[config.mk]
export PLATFORM = sky130hd
export DESIGN_NAME = fastcall_entry
export DESIGN_NICKNAME = d
export VERILOG_FILES = /design/src/rtl/fce_pkg.sv /design/src/rtl/fce_control.sv /design/src/rtl/fce_datapath.sv /design/src/rtl/fastcall_entry.sv
export SDC_FILE = /design/constraint.sdc
export NUM_CORES = 1
export LEC_CHECK = 0
export BUFFER_PORTS_ARGS = -buffer_cell sky130_fd_sc_hd__buf_2
export CORE_AREA = 2 2 255 257
export CTS_CLUSTER_DIAMETER = 40
export DETAILED_ROUTE_END_ITERATION = 16
export DIE_AREA = 0 0 257 259
export MAX_ROUTING_LAYER = met4
export PLACE_DENSITY = 0.45
export SYNTH_ARGS = -nofsm -noshare
export SYNTH_HDL_FRONTEND = slang
export SYNTH_SLANG_ARGS = --single-unit
[constraint.sdc]
create_clock -name clk -period 1.8 [get_ports clk]
set_input_delay 0.36 -clock clk [delete_from_list [all_inputs] [get_ports clk]]
set_output_delay 0.36 -clock clk [all_outputs]
set_load 0.05 [all_outputs]
[src/rtl/fce_pkg.sv]
package fce_pkg;
  localparam int IF_BIT = 9;
  localparam int RF_BIT = 16;
  localparam int VM_BIT = 17;

  typedef struct packed {
    logic gran;
    logic big;
    logic longCode;
    logic present;
    logic userSeg;
    logic isCode;
    logic rdWr;
    logic accessed;
  } segAttr_t;

  typedef struct packed {
    logic commit;
    logic fault;
    logic saveFlags;
  } strobe_t;
endpackage

[src/rtl/fce_control.sv]
module fce_control
  import fce_pkg::*;
(
  input  logic    clk,
  input  logic    rstN,
  input  logic    start,
  input  logic    sysEnable,
  input  logic    longMode,
  output strobe_t strobes,
  output logic    done
);
  always_comb begin
    strobes.commit    = start & sysEnable;
    strobes.fault     = start & ~sysEnable;
    strobes.saveFlags = start & sysEnable & longMode;
  end

  always_ff @(posedge clk or negedge rstN) begin
    if (!rstN) done <= 1'b0;
    else       done <= start;
  end
endmodule

[src/rtl/fce_datapath.sv]
module fce_datapath
  import fce_pkg::*;
#(
  parameter int ADDR_W  = 64,
  parameter int FLAG_W  = 32,
  parameter int SEL_W   = 16,
  parameter int SEL_LSB = 32,
  parameter int LEN_W   = 4,
  parameter int SEG_W   = 32,
  parameter int ERR_W   = 16
) (
  input  logic              clk,
  input  logic              rstN,
  input  strobe_t           strobes,
  input  logic              longMode,
  input  logic              code64,
  input  logic [ADDR_W-1:0] selTargetReg,
  input  logic [ADDR_W-1:0] longTarget,
  input  logic [ADDR_W-1:0] compatTarget,
  input  logic [FLAG_W-1:0] flagMask,
  input  logic [FLAG_W-1:0] flagsIn,
  input  logic [ADDR_W-1:0] curIp,
  input  logic [LEN_W-1:0]  instLen,
  output logic              fault,
  output logic [ERR_W-1:0]  faultCode,
  output logic              wrState,
  output logic              wrSavedFlags,
  output logic [ADDR_W-1:0] newIp,
  output logic [FLAG_W-1:0] newFlags,
  output logic [SEL_W-1:0]  codeSel,
  output logic [SEL_W-1:0]  stackSel,
  output segAttr_t          codeAttr,
  output segAttr_t          stackAttr,
  output logic [SEG_W-1:0]  segBase,
  output logic [SEG_W-1:0]  segLimit,
  output logic [ADDR_W-1:0] savedRet,
  output logic [FLAG_W-1:0] savedFlags
);
  localparam int LEGACY_W = 32;
  localparam logic [SEL_W-1:0]  RPL_CLR = ~SEL_W'(3);
  localparam logic [SEL_W-1:0]  SS_STEP = SEL_W'(8);
  localparam logic [FLAG_W-1:0] RF_M = FLAG_W'(1) << RF_BIT;
  localparam logic [FLAG_W-1:0] IF_M = FLAG_W'(1) << IF_BIT;
  localparam logic [FLAG_W-1:0] VM_M = FLAG_W'(1) << VM_BIT;

  logic [ADDR_W-1:0] nextIp, ipC, retC;
  logic [FLAG_W-1:0] flagsC, saveC;
  logic [SEL_W-1:0]  baseSel, csC, ssC;
  segAttr_t          csAttrC, ssAttrC;

  always_comb begin
    nextIp  = curIp + ADDR_W'(instLen);
    baseSel = selTargetReg[SEL_LSB +: SEL_W];
    csC     = baseSel & RPL_CLR;
    ssC     = (baseSel + SS_STEP) & RPL_CLR;
    saveC   = flagsIn & ~RF_M;

    csAttrC = '{gran: 1'b1, big: ~longMode, longCode: longMode, present: 1'b1,
                userSeg: 1'b1, isCode: 1'b1, rdWr: 1'b1, accessed: 1'b1};
    ssAttrC = '{gran: 1'b1, big: 1'b1, longCode: 1'b0, present: 1'b1,
                userSeg: 1'b1, isCode: 1'b0, rdWr: 1'b1, accessed: 1'b1};

    if (longMode) begin
      retC   = nextIp;
      flagsC = flagsIn & ~(flagMask | RF_M);
      ipC    = code64 ? longTarget : compatTarget;
    end else begin
      retC   = ADDR_W'(nextIp[LEGACY_W-1:0]);
      flagsC = flagsIn & ~(IF_M | RF_M | VM_M);
      ipC    = ADDR_W'(selTargetReg[LEGACY_W-1:0]);
    end
  end

  always_ff @(posedge clk or negedge rstN) begin
    if (!rstN) begin
      fault        <= 1'b0;
      wrState      <= 1'b0;
      wrSavedFlags <= 1'b0;
    end else begin
      fault        <= strobes.fault;
      wrState      <= strobes.commit;
      wrSavedFlags <= strobes.saveFlags;
    end
  end

  always_ff @(posedge clk or negedge rstN) begin
    if (!rstN) begin
      newIp     <= '0;
      newFlags  <= '0;
      codeSel   <= '0;
      stackSel  <= '0;
      codeAttr  <= '0;
      stackAttr <= '0;
      segBase   <= '0;
      segLimit  <= '0;
      savedRet  <= '0;
    end else if (strobes.commit) begin
      newIp     <= ipC;
      newFlags  <= flagsC;
      codeSel   <= csC;
      stackSel  <= ssC;
      codeAttr  <= csAttrC;
      stackAttr <= ssAttrC;
      segBase   <= '0;
      segLimit  <= '1;
      savedRet  <= retC;
    end
  end

  always_ff @(posedge clk or negedge rstN) begin
    if (!rstN)                  savedFlags <= '0;
    else if (strobes.saveFlags) savedFlags <= saveC;
  end

  assign faultCode = '0;
endmodule

[src/rtl/fastcall_entry.sv]
module fastcall_entry
  import fce_pkg::*;
#(
  parameter int ADDR_W = 64,
  parameter int FLAG_W = 32,
  parameter int SEL_W  = 16,
  parameter int LEN_W  = 4,
  parameter int SEG_W  = 32,
  parameter int ERR_W  = 16
) (
  input  logic              clk,
  input  logic              rstN,
  input  logic              start,
  input  logic              sysEnable,
  input  logic              longMode,
  input  logic              code64,
  input  logic [ADDR_W-1:0] selTargetReg,
  input  logic [ADDR_W-1:0] longTarget,
  input  logic [ADDR_W-1:0] compatTarget,
  input  logic [FLAG_W-1:0] flagMask,
  input  logic [FLAG_W-1:0] flagsIn,
  input  logic [ADDR_W-1:0] curIp,
  input  logic [LEN_W-1:0]  instLen,
  output logic              done,
  output logic              fault,
  output logic [ERR_W-1:0]  faultCode,
  output logic              wrState,
  output logic              wrSavedFlags,
  output logic [ADDR_W-1:0] newIp,
  output logic [FLAG_W-1:0] newFlags,
  output logic [SEL_W-1:0]  codeSel,
  output logic [SEL_W-1:0]  stackSel,
  output logic [7:0]        codeAttr,
  output logic [7:0]        stackAttr,
  output logic [SEG_W-1:0]  segBase,
  output logic [SEG_W-1:0]  segLimit,
  output logic [ADDR_W-1:0] savedRet,
  output logic [FLAG_W-1:0] savedFlags
);
  strobe_t  strobes;
  segAttr_t csAttr, ssAttr;

  fce_control u_ctrl (
    .clk(clk), .rstN(rstN), .start(start), .sysEnable(sysEnable),
    .longMode(longMode), .strobes(strobes), .done(done)
  );

  fce_datapath #(
    .ADDR_W(ADDR_W), .FLAG_W(FLAG_W), .SEL_W(SEL_W),
    .LEN_W(LEN_W), .SEG_W(SEG_W), .ERR_W(ERR_W)
  ) u_dp (
    .clk(clk), .rstN(rstN), .strobes(strobes),
    .longMode(longMode), .code64(code64),
    .selTargetReg(selTargetReg), .longTarget(longTarget),
    .compatTarget(compatTarget), .flagMask(flagMask),
    .flagsIn(flagsIn), .curIp(curIp), .instLen(instLen),
    .fault(fault), .faultCode(faultCode), .wrState(wrState),
    .wrSavedFlags(wrSavedFlags), .newIp(newIp), .newFlags(newFlags),
    .codeSel(codeSel), .stackSel(stackSel),
    .codeAttr(csAttr), .stackAttr(ssAttr),
    .segBase(segBase), .segLimit(segLimit),
    .savedRet(savedRet), .savedFlags(savedFlags)
  );

  assign codeAttr  = csAttr;
  assign stackAttr = ssAttr;
endmodule

Yosys cells after proc, flatten, opt, wreduce, memory -nomap -nowiden
Cells that the tools add are included.

Input bits: 330. Output and inout bits: 324. Logic and storage cells: 27. Bits in registers: 227.

Add/sub/neg operators: 2. Mux-type cells: 4. Bitwise operators: 7.

Operators by type and width (number): 64-bit two-way mux (3); 64-bit by 4-bit adder with 64-bit output (1); 32-bit bitwise AND (1); 32-bit two-way mux (1); 32-bit NOT (1); 16-bit by 4-bit adder with 16-bit output, second input constant (1); 1-bit bitwise AND (3); 1-bit NOT (2).

Depth between registers and ports, before layout
Depth in word-level cells: 3. Mapped depth: 9. Gate-level depth less buffers: 7.

Hierarchy
From an unflattened synthesis, not the netlist that was laid out.

Cells, all modules: 1185. Area, all modules: 11860.1 µm².

Modules (own cells, without submodules): fce_datapath (cells each 1181, instances 1, area an instance 11811.3 µm², seq. area each 5580.4 µm²); fce_control (cells each 4, instances 1, area an instance 48.8 µm², seq. area each 25.0 µm²).

Least setup slack after synthesis
Ideal clock, no wire load.

Path type: input-to-reg. Start: in curIp[0]. End: reg u_dp.savedRet[40]. Path buffers: 2. Setup slack: -455 ps. Stages on the path: 9. Required time: 1731 ps. Setup time: 69 ps. Arrival time: 2186 ps. Cells stage by stage: ha_1 -> fa_1 -> a211oi_1 -> nor4_2 -> nand4_4 -> buf_6 -> clkbuf_1 -> o211ai_1 -> nand3_1.

Longest elaborated chain between the ends: 2.

RTL lines: start, declared (RTL line fastcall_entry.sv:22) `input logic [ADDR_W-1:0] curIp,`; 64-bit by 4-bit adder with 64-bit output (RTL line fce_datapath.sv:52) `nextIp = curIp + ADDR_W'(instLen);`; 64-bit two-way mux (RTL line fce_datapath.sv:63) `if (longMode) begin`; end signal, assigned (RTL line fce_datapath.sv:106) `savedRet <= retC;`; end, declared (RTL line fce_datapath.sv:36) `output logic [ADDR_W-1:0] savedRet,`.

No other way between the ends. A chain may end at the register's enable or synchronous reset.

==> results.ini <==
[global_routing]
grt_pass1_wl_um = 72300
grt_overflow = 0
grtUsageTotal_pct = 14.3
antenna_found_initial = 3
grt_max_degree = 92
grt_pass1_vias = 12400

[floorplan]
rows = 93
die_height_um = 259
die_area_um2 = 66600
core_area_um2 = 63900
dieWidth_um = 257
num_io_pins = 654
start_util_pct = 18.3

[logic_synthesis]
synth.most_common_cell = nand2_1
synth-async-reset-ratio_pct = 100
mappedNetlistArea_um2 = 11700
netlist_instances = 1341
syn_area_per_cell_um2 = 8.72
synth_edf_count = 0
netlist_top_cells_count = nand2_1, dfrtp_1, o21ai_0, buf_4, nand3_1
synthTopCellsByArea = dfrtp_1, nand2_1, buf_4
synth_flop_cell = dfrtp_1
synth_cell_types = 51
synth-seq-cells = 224
seq_area_frac_synth_pct = 47.9
synth_top_area_share_pct = 47.9
yosysWarnings = 0
post-synth-top-area-cell = dfrtp_1

[cts]
cts_made_buffers = 55
cts_tree = done
htreeDepth = 2
clk_path_buf_depth = 3
clock-sinks = 224
root_buffer = clkbuf_16
clk_latency_ps = 570
clkTransAtPathRegs_ps = 50

[finish]
fillerInstances = 6895
syn2layout_area_growth_pct = 61.9
final_nets = 2379
drive_gt1_share_pct = 40.8
final_cell_area_um2 = 18900

[detailed_routing]
viasPerCell = 4.05
wire_per_inst_um = 16.3
routed_wl_um = 48000
postRouteAntennaNets = 0
route.vias.total = 11900
drt-pass1-iter-count = 5
drt-initial-drc-count = 578
route.detailed.drc = 0

[place]
gp_congestion = 0.896
numPortBuffers = 577
dp_hpwl_um = 36700
place_area_um2 = 16200

[worst_setup_path]
crit_chain = buf_12 > buf_6
timing.rr.end = u_dp.codeAttr[7]
crit_path_end_kind = output port
r2r-start = u_dp.codeAttr[7]
crit_arrival_ps = 1440
cp_slowest_cell = dfrtp_4
cp_max_fo = 22
cp.required_ps = 1440
critPathLaunch = u_dp.codeAttr[7]
crit_buf_inv = 2
reg2regPathDepth = 2
startpoint_type = flip-flop
critPathCapture = stackAttr[0]
critPathKind = flip-flop to output port
crit_cells = 2
path_delay_family = flip-flops
slowest_delay_ps = 510
rrSetupSlack_ps = 840

[pwr]
ir_drop_uv = 585
powerDensity_nw_per_um2 = 1160
p_leak_uw = 0.00974

[timing]
fin_crit_ps = 1800
timing.fmax_mhz = 556
rsz0062_at_grt = yes
skew_ps = 0
maxSlewViolCount = 0
relSlewSlack_pct = 60.6
hold_viol = 0
tightest_slew_ps = 591
setup_violations = 0
hold_ws_ps = 49.8
period_share_pct = 100

[flow_run]
cap_viol_max_count = 0

[min_path]
hold_class = primary input to flip-flop

[run_status]
outcome = finished clean

[per-stage QoR]
stage,TNS [ps],utilization [%],power (uW),cells,worst slack [ps]
finish,0,29.7,21900,2946,0.0762
global route,-1460,29.7,22900,2946,-44.2
CTS,-1300,29.6,22300,2943,-36.6
detailed placement,-19660,25.4,11600,2796,-554
global placement,-17500,25.4,11600,2796,-500
floorplan,-4100,-,9700,1396,-316
[worst min path at each step]
stage / from / to / slack [ps] / cells after the start
2_1_floorplan: rstN / u_ctrl.done / 60 / 0
3_3_place_gp: rstN / u_dp.savedFlags[21] / 380 / 1
3_5_place_dp: rstN / u_dp.savedRet[61] / 390 / 1
4_1_cts: selTargetReg[38] / u_dp.codeSel[6] / 2 / 3
5_1_grt: flagMask[11] / u_dp.newFlags[11] / 30 / 4
6_report: selTargetReg[38] / u_dp.codeSel[6] / 50 / 3
[cells in the final DEF (no fill, tap or decap), types with 19 or more instances in the layout]
cell type	Yosys	layout
buf_2	5	530
buf_4	101	132
buf_6	1	45
clkbuf_16	0	55
conb_1	1	56
dfrtp_1	224	223
dlygate4sd3_1	0	42
mux2i_1	64	64
nand2_1	433	431
nand3_1	79	78
o211ai_1	21	21
o21ai_0	135	134
or4_1	19	19
xnor2_1	26	26
[power by group]
group / internal (uW) / total (uW) / switching (uW)
Clock: 7140 / 10300 / 3200
Sequential: 5700 / 6050 / 352
Combinational: 1400 / 5520 / 4120
Total: 14200 / 21900 / 7670
[cells by family after synthesis]
family	share of synthesized area (%)
compound gates	9.15
mux	5.48
xor+xnor	3.29
flops	47.9
simple gates	24.1
fa+ha+maj	0.706
buf+inv	9.33
other cells	0.0321
[registers in the layout, summed over array words and instances (netlist names)]
| name | count |
|---|---|
| u_dp.newIp | 64 |
| u_dp.savedRet | 64 |
| u_dp.fault | 1 |
| u_dp.wrState | 1 |
| u_dp.stackSel | 13 |
| u_dp.newFlags | 31 |
| u_dp.codeAttr | 3 |
| u_dp.wrSavedFlags | 1 |
| u_dp.codeSel | 14 |
| u_ctrl.done | 1 |
| u_dp.savedFlags | 31 |
[cell type report]
cell class	count	area (um2)	share of cell area [%]
Multi-Input combinational cell	986	5340	28.2
Antenna cell	3	7.51	0.0396
Tap cell	855	1070	5.65
Inverter	8	30.0	0.159
Clock inverter	34	443	2.34
Timing Repair Buffer	768	4950	26.1
Sequential cell	224	5610	29.6
Clock buffer	68	1500	7.89
[worst register-to-register path: cells and delay by family (launching register included)]
| family | cells | cell delay (ps) |
|---|---|---|
| and+or+nand+nor | 1 | 150 |
| buffers and inverters | 1 | 180 |
| DFF | 1 | 510 |
[what timing repair did]
action / 4_1_cts / 5_1_grt
hold buffers: 42 / 0
pin swaps: 0 / 1
setup buffers: 3 / 0
hold endpoints to repair: 97 / 0
resized for setup: 87 / 7
endpoints found under the setup margin: 44 / 49
[per-layer routing]
| metal | part of all wire, % | GRT usage (%) |
|---|---|---|
| met1 | 41 | 16.1 |
| met2 | 49 | 24.0 |
| met3 | 6.7 | 4.20 |
| met4 | 3.2 | 5.20 |
| met5 | 0 | - |
Note: power is estimated with default switching activity, not from simulation.
